<file path="src/rtl/blk_load_seq.sv">
module blk_load_seq #(
  parameter int BLK_N  = 16,
  parameter int ROW_W  = 11,
  parameter int L2_MAX = 68
) (
  input  logic                     clk,
  input  logic                     rst_n,
  input  logic                     mode_wr,
  input  logic [2:0]               mode_in,
  input  logic                     frame_start,
  input  logic [BLK_N-1:0]         blk_en,
  input  logic [ROW_W-1:0]         row_count,
  input  logic                     load_done,
  input  logic                     rst_done,
  output logic                     load_stb,
  output logic [$clog2(BLK_N)-1:0] load_blk,
  output logic [1:0]               load_seg,
  output logic [1:0]               load_type,
  output logic                     cmd_valid,
  output logic                     load2,
  output logic [ROW_W-1:0]         cmd_rows,
  output logic                     rst_start,
  output logic [BLK_N-1:0]         rst_mask,
  output logic                     busy,
  output logic                     cfg_err,
  output logic [2:0]               active_mode
);
  localparam int IDX_W = $clog2(BLK_N);
  localparam int NQ    = BLK_N / 4;
  localparam int ND    = BLK_N / 2;
  localparam logic [2:0] M_GLB = 3'd0, M_QUAD = 3'd1, M_DBL = 3'd2, M_SGL = 3'd3,
                         M_CLR = 3'd4, M_SET = 3'd5, M_L2 = 3'd6, M_SLOW = 3'd7;
  localparam logic [IDX_W-1:0] LAST = IDX_W'(BLK_N - 1);

  typedef enum logic [2:0] {S_IDLE, S_SCAN, S_LOAD, S_WAIT, S_NEXT, S_RST, S_RWAIT} st_t;

  st_t              st;
  logic [2:0]       mode_q, mode_pend, start_mode;
  logic [BLK_N-1:0] en_q, en_clean, acc;
  logic [IDX_W-1:0] idx, low_mask;
  logic [1:0]       seg;
  logic             mixed, slow, grp_last;
  logic [ROW_W-1:0] half_rows;

  assign start_mode = mode_wr ? mode_in : mode_pend;
  assign slow       = (mode_q == M_SLOW);

  always_comb begin
    en_clean = blk_en;
    mixed    = 1'b0;
    if (start_mode == M_QUAD) begin
      for (int g = 0; g < NQ; g++)
        if (blk_en[4*g +: 4] != 4'h0 && blk_en[4*g +: 4] != 4'hF) begin
          en_clean[4*g +: 4] = 4'h0;
          mixed = 1'b1;
        end
    end else if (start_mode == M_DBL) begin
      for (int g = 0; g < ND; g++)
        if (blk_en[2*g +: 2] == 2'b01 || blk_en[2*g +: 2] == 2'b10) begin
          en_clean[2*g +: 2] = 2'b00;
          mixed = 1'b1;
        end
    end
  end

  always_comb begin
    case (mode_q)
      M_QUAD:         low_mask = IDX_W'(3);
      M_DBL:          low_mask = IDX_W'(1);
      M_SGL, M_SLOW:  low_mask = '0;
      default:        low_mask = '1;
    endcase
  end
  assign grp_last = ((idx & low_mask) == low_mask);

  always_ff @(posedge clk) begin
    if (!rst_n) begin
      st        <= S_IDLE;
      mode_q    <= M_GLB;
      mode_pend <= M_GLB;
      en_q      <= '0;
      acc       <= '0;
      idx       <= '0;
      seg       <= '0;
      cfg_err   <= 1'b0;
    end else begin
      if (mode_wr) mode_pend <= mode_in;
      case (st)
        S_IDLE:
          if (frame_start) begin
            mode_q  <= start_mode;
            en_q    <= en_clean;
            cfg_err <= cfg_err | mixed;
            idx     <= '0;
            acc     <= '0;
            st      <= S_SCAN;
          end
        S_SCAN:
          if (en_q[idx]) begin
            seg <= slow ? 2'd3 : 2'd0;
            st  <= S_LOAD;
          end else begin
            st  <= S_NEXT;
          end
        S_LOAD:
          st <= S_WAIT;
        S_WAIT:
          if (load_done) begin
            if (slow && seg != 2'd0) begin
              seg <= seg - 2'd1;
              st  <= S_LOAD;
            end else begin
              acc[idx] <= 1'b1;
              st       <= S_NEXT;
            end
          end
        S_NEXT:
          if (grp_last && acc != '0) st <= S_RST;
          else if (idx == LAST)      st <= S_IDLE;
          else begin
            idx <= idx + 1'b1;
            st  <= S_SCAN;
          end
        S_RST:
          st <= S_RWAIT;
        S_RWAIT:
          if (rst_done) begin
            acc <= '0;
            if (idx == LAST) st <= S_IDLE;
            else begin
              idx <= idx + 1'b1;
              st  <= S_SCAN;
            end
          end
        default:
          st <= S_IDLE;
      endcase
    end
  end

  assign busy        = (st != S_IDLE);
  assign active_mode = mode_q;
  assign load_stb    = (st == S_LOAD);
  assign load_blk    = idx;
  assign load_seg    = seg;
  assign load_type   = (mode_q == M_CLR) ? 2'd1 : (mode_q == M_SET) ? 2'd2 : 2'd0;
  assign cmd_valid   = load_stb && (mode_q != M_CLR) && (mode_q != M_SET);
  assign load2       = (mode_q == M_L2);
  assign half_rows   = row_count >> 1;
  assign cmd_rows    = !load2 ? row_count :
                       (half_rows > ROW_W'(L2_MAX)) ? ROW_W'(L2_MAX) : half_rows;
  assign rst_start   = (st == S_RST);
  assign rst_mask    = rst_start ? acc : '0;

  assert_pulse_R12: assert property (@(posedge clk) disable iff (!rst_n)
    rst_start |=> !rst_start);
  assert_mask_nonempty_R10: assert property (@(posedge clk) disable iff (!rst_n)
    rst_start |-> rst_mask != '0);
  assert_quad_group_R4: assert property (@(posedge clk) disable iff (!rst_n)
    (rst_start && active_mode == M_QUAD) |-> $countones(rst_mask) == 4);
  assert_pair_group_R5: assert property (@(posedge clk) disable iff (!rst_n)
    (rst_start && active_mode == M_DBL) |-> $countones(rst_mask) == 2);
  assert_single_onehot_R6: assert property (@(posedge clk) disable iff (!rst_n)
    (rst_start && (active_mode == M_SGL || active_mode == M_SLOW)) |-> $onehot(rst_mask));
  assert_no_data_R7: assert property (@(posedge clk) disable iff (!rst_n)
    (load_stb && load_type != 2'd0) |-> !cmd_valid);
  assert_rows_cap_R8: assert property (@(posedge clk) disable iff (!rst_n)
    load2 |-> cmd_rows <= ROW_W'(L2_MAX));
  assert_seg_zero_R9: assert property (@(posedge clk) disable iff (!rst_n)
    (load_stb && active_mode != M_SLOW) |-> load_seg == 2'd0);
  assert_err_sticky_R11: assert property (@(posedge clk) disable iff (!rst_n)
    cfg_err |=> cfg_err);
  assert_mode_hold_R2: assert property (@(posedge clk) disable iff (!rst_n)
    (busy && $past(busy)) |-> $stable(active_mode));
endmodule

</file>
<file path="config.mk">
export PLATFORM = sky130hd
export DESIGN_NAME = blk_load_seq
export DESIGN_NICKNAME = d
export VERILOG_FILES = /design/src/rtl/blk_load_seq.sv
export SDC_FILE = /design/constraint.sdc
export NUM_CORES = 1
export LEC_CHECK = 0
export ABC_AREA = 1
export BUFFER_PORTS_ARGS = -buffer_cell sky130_fd_sc_hd__buf_2
export CAP_MARGIN = 30
export CORE_UTILIZATION = 45
export DETAILED_ROUTE_END_ITERATION = 16
export PLACE_DENSITY = 0.79
export SLEW_MARGIN = 20
export SYNTH_ARGS = -nofsm -noshare
export SYNTH_HDL_FRONTEND = slang
export SYNTH_SLANG_ARGS = --single-unit
</file>
<file path="constraint.sdc">
create_clock -name clk -period 4.33 [get_ports clk]
set_input_delay 0.866 -clock clk [delete_from_list [all_inputs] [get_ports clk]]
set_output_delay 0.866 -clock clk [all_outputs]
set_load 0.1 [all_outputs]
</file>
==> reports/results.ini <==
[setup_path]
cp-start-kind=input pin
arrival_ns=2.45
startpoint=row_count[10]
crit_chain=buf_2 -> nor3_1 -> a21boi_0 -> nand3_1 -> nand2_1 -> buf_2
required_ns=3.46
cpMostUsedCell=buf_2
path_max_fanout=5
crit_slowest_cell=a21boi_0
critPathKind=in2out
cp.depth=6
timing.rr.start=load_blk[0]
critical_path.endpoint_type=output pin
reg2reg_depth=11
crit_buf_inv=2
crit_path_max_incr_delay_ns=0.59
crit_family=compound AO/OA/AOI/OAI gates

[power]
powerDensity_nw_per_um2=355.4
peakVddDrop_v=0.0002310
p_leak_nw=1.914

[layout]
fin_cells=691
n_fill_cell=730
layout_common_cells=nand2_1 (111), inv_1 (94), buf_2 (79)
multi_input_area_um2=1893
diodes=0
regArea_um2=960.9
nets=655
drive_gt1_share_pct=19.66
layout_commonest_cell=nand2_1
syn_to_final_growth_pct=19.25

[sta]
finalCritPeriodShare_pct=76.63
fin_tns_setup_ns=0
clock_skew_ns=0.007544
whs_ns=0.4843
max_freq_mhz=301.4
fin_crit_ns=3.318
slew_violations=0
rsz0062_at_grt=false
slew_headroom_pct=51.12
tightest_slew_ns=0.7311
hold_viol=0
finalSetupViolCount=0

[synth]
synthXorXnorAreaFrac_pct=0
synth_top_area_cell=dfxtp_1
yosysUniqueCellTypes=33
synth_top_area_share_pct=29.52
synth_fp_nets=581
ys_warn_count=0
synth_top_family_by_area=simple AND/OR/NAND/NOR gates
synth-adder-area-share_pct=9.608
async_flop_share_pct=0
synthMuxAreaShare_pct=0
syn_area_um2=3256
synthCells=520
yosys.area_share.simple_pct=26.98
synth.avg_cell_area_um2=6.261
netlist_top_cells_area=dfxtp_1 (30%), nand2_1 (13%), inv_1 (11%)
synth_flop_cell=dfxtp_1
ys_seq_area_share_pct=29.52
synth_edf_count=0
synth_compound_area_share_pct=20.02
synth-seq-cells=48

[hold_path]
min_from=acc[2]
hold_path_depth=2
hp-class=reg2reg

[detailed_routing]
first_pass_iters=4
routedWlPerCell_um=11.15
drc=0
drt_wl_total_um=7704
vias=3417
vias_per_cell=4.945
ant_nets=0
drtIter0Drc=168

[clock_network]
cts.path.max_buffers=2
cts-hold-fix-buffers=0
numClockSinks=48
cts.clk_slew.worst_paths_ns=0.09
root_buffer=clkbuf_8
cts_made_buffers=5
clk_latency_ns=0.31
post-cts-setup-buffer-count=0
htreeDepth=2
cts_tree=yes
cts_resized=0

[global_routing]
gr-total-overflow=0
grt_use_total_pct=21.16
grt_max_degree=26
grt_pass1_vias=3147
antenna_found_initial=0
grt_pass1_wl_um=12810

[floorplan]
fp.dieArea_um2=7579
rows=30
chipWidth_um=87.06
core_area_um2=6907
ios=80
dieHeight_um=87.06
start_util_pct=47.14

[placement]
io_buffers=79
dp_cells=683
hpwl_um=5996
gp_congestion=0.8814

[run_status]
status=finished, final reports clean

[run]
cap_violations=0

[flip-flops by register name, summed over array words and instances (netlist names)]
signal       flops
cfg_err          1
en_q            16
st               3
acc             16
active_mode      3
load_seg         2
load_blk         4
mode_pend        3
[power breakdown]
part	internal [mW]	switching, mW
Clock	0.172	0.153
Sequential	0.481	0.0404
Combinational	0.131	0.402
[per-layer routing]
layer,wire length [um],GRT usage (%),vias to the layer above
met1,3443,24.43,1549
met2,3784,40.01,77
met3,413,4.171,5
met4,62,4.545,0
li1,-,-,1786
met5,0,0,-
[logic make-up (layout without fill, tap and decap cells)]
family | after synthesis | in the layout
buffers and inverters | 118 | 193
flip-flops | 48 | 48
AO/OA/AOI/OAI | 120 | 120
adder cells (fa/ha/maj) | 25 | 25
AND/OR/NAND/NOR | 209 | 209
[per-stage QoR]
step | util [%] | setup slack, ns | instance area, um2 | power, mW
global placement | 54.66 | 1.114 | 3775 | 1.052
floorplan | - | -0.2097 | 3306 | 0.9505
finish | 56.21 | 1.012 | 3882 | 1.380
CTS | 56.21 | 1.022 | 3882 | 1.381
global route | 56.21 | 0.9393 | 3882 | 1.464
detailed placement | 54.66 | 1.027 | 3775 | 1.061
[worst reg2reg max path, stage by stage, from the launching register on]
cell	delay [ns]
dfxtp_1	0.67
clkinv_1	0.44
nand2_1	0.16
nand3_1	0.07
nand2_1	0.09
nand2_1	0.07
nand2_1	0.09
nor2_1	0.04
nand2_1	0.12
nand2_1	0.09
nand2_1	0.06
a21oi_1	0.06
[cell type report]
class	count	area share, %
Clock inverter	2	0.9024
Tap cell	96	3.094
Sequential cell	48	24.75
Multi-Input combinational cell	354	48.76
Inverter	104	10.05
Clock buffer	6	1.869
Timing Repair Buffer	81	10.57
[Yosys cell counts (all sizes together), types with 2 or more instances]
cell	number
clkinv	3
dfxtp	48
nand4	3
nand3	24
o22ai	3
a211oi	2
a21oi	61
clkbuf	7
nor4	3
ha	25
o21ai	48
inv	101
nor2	55
nor3	10
buf	7
nand2	112
[final timing paths]
path              slack [ns]           to
setup reg to reg        2.27  load_seg[0]
hold reg to reg         0.48       acc[2]
hold / removal          0.48       acc[2]
setup / recovery        1.01  cmd_rows[3]
(Power assumes the default switching activity.)
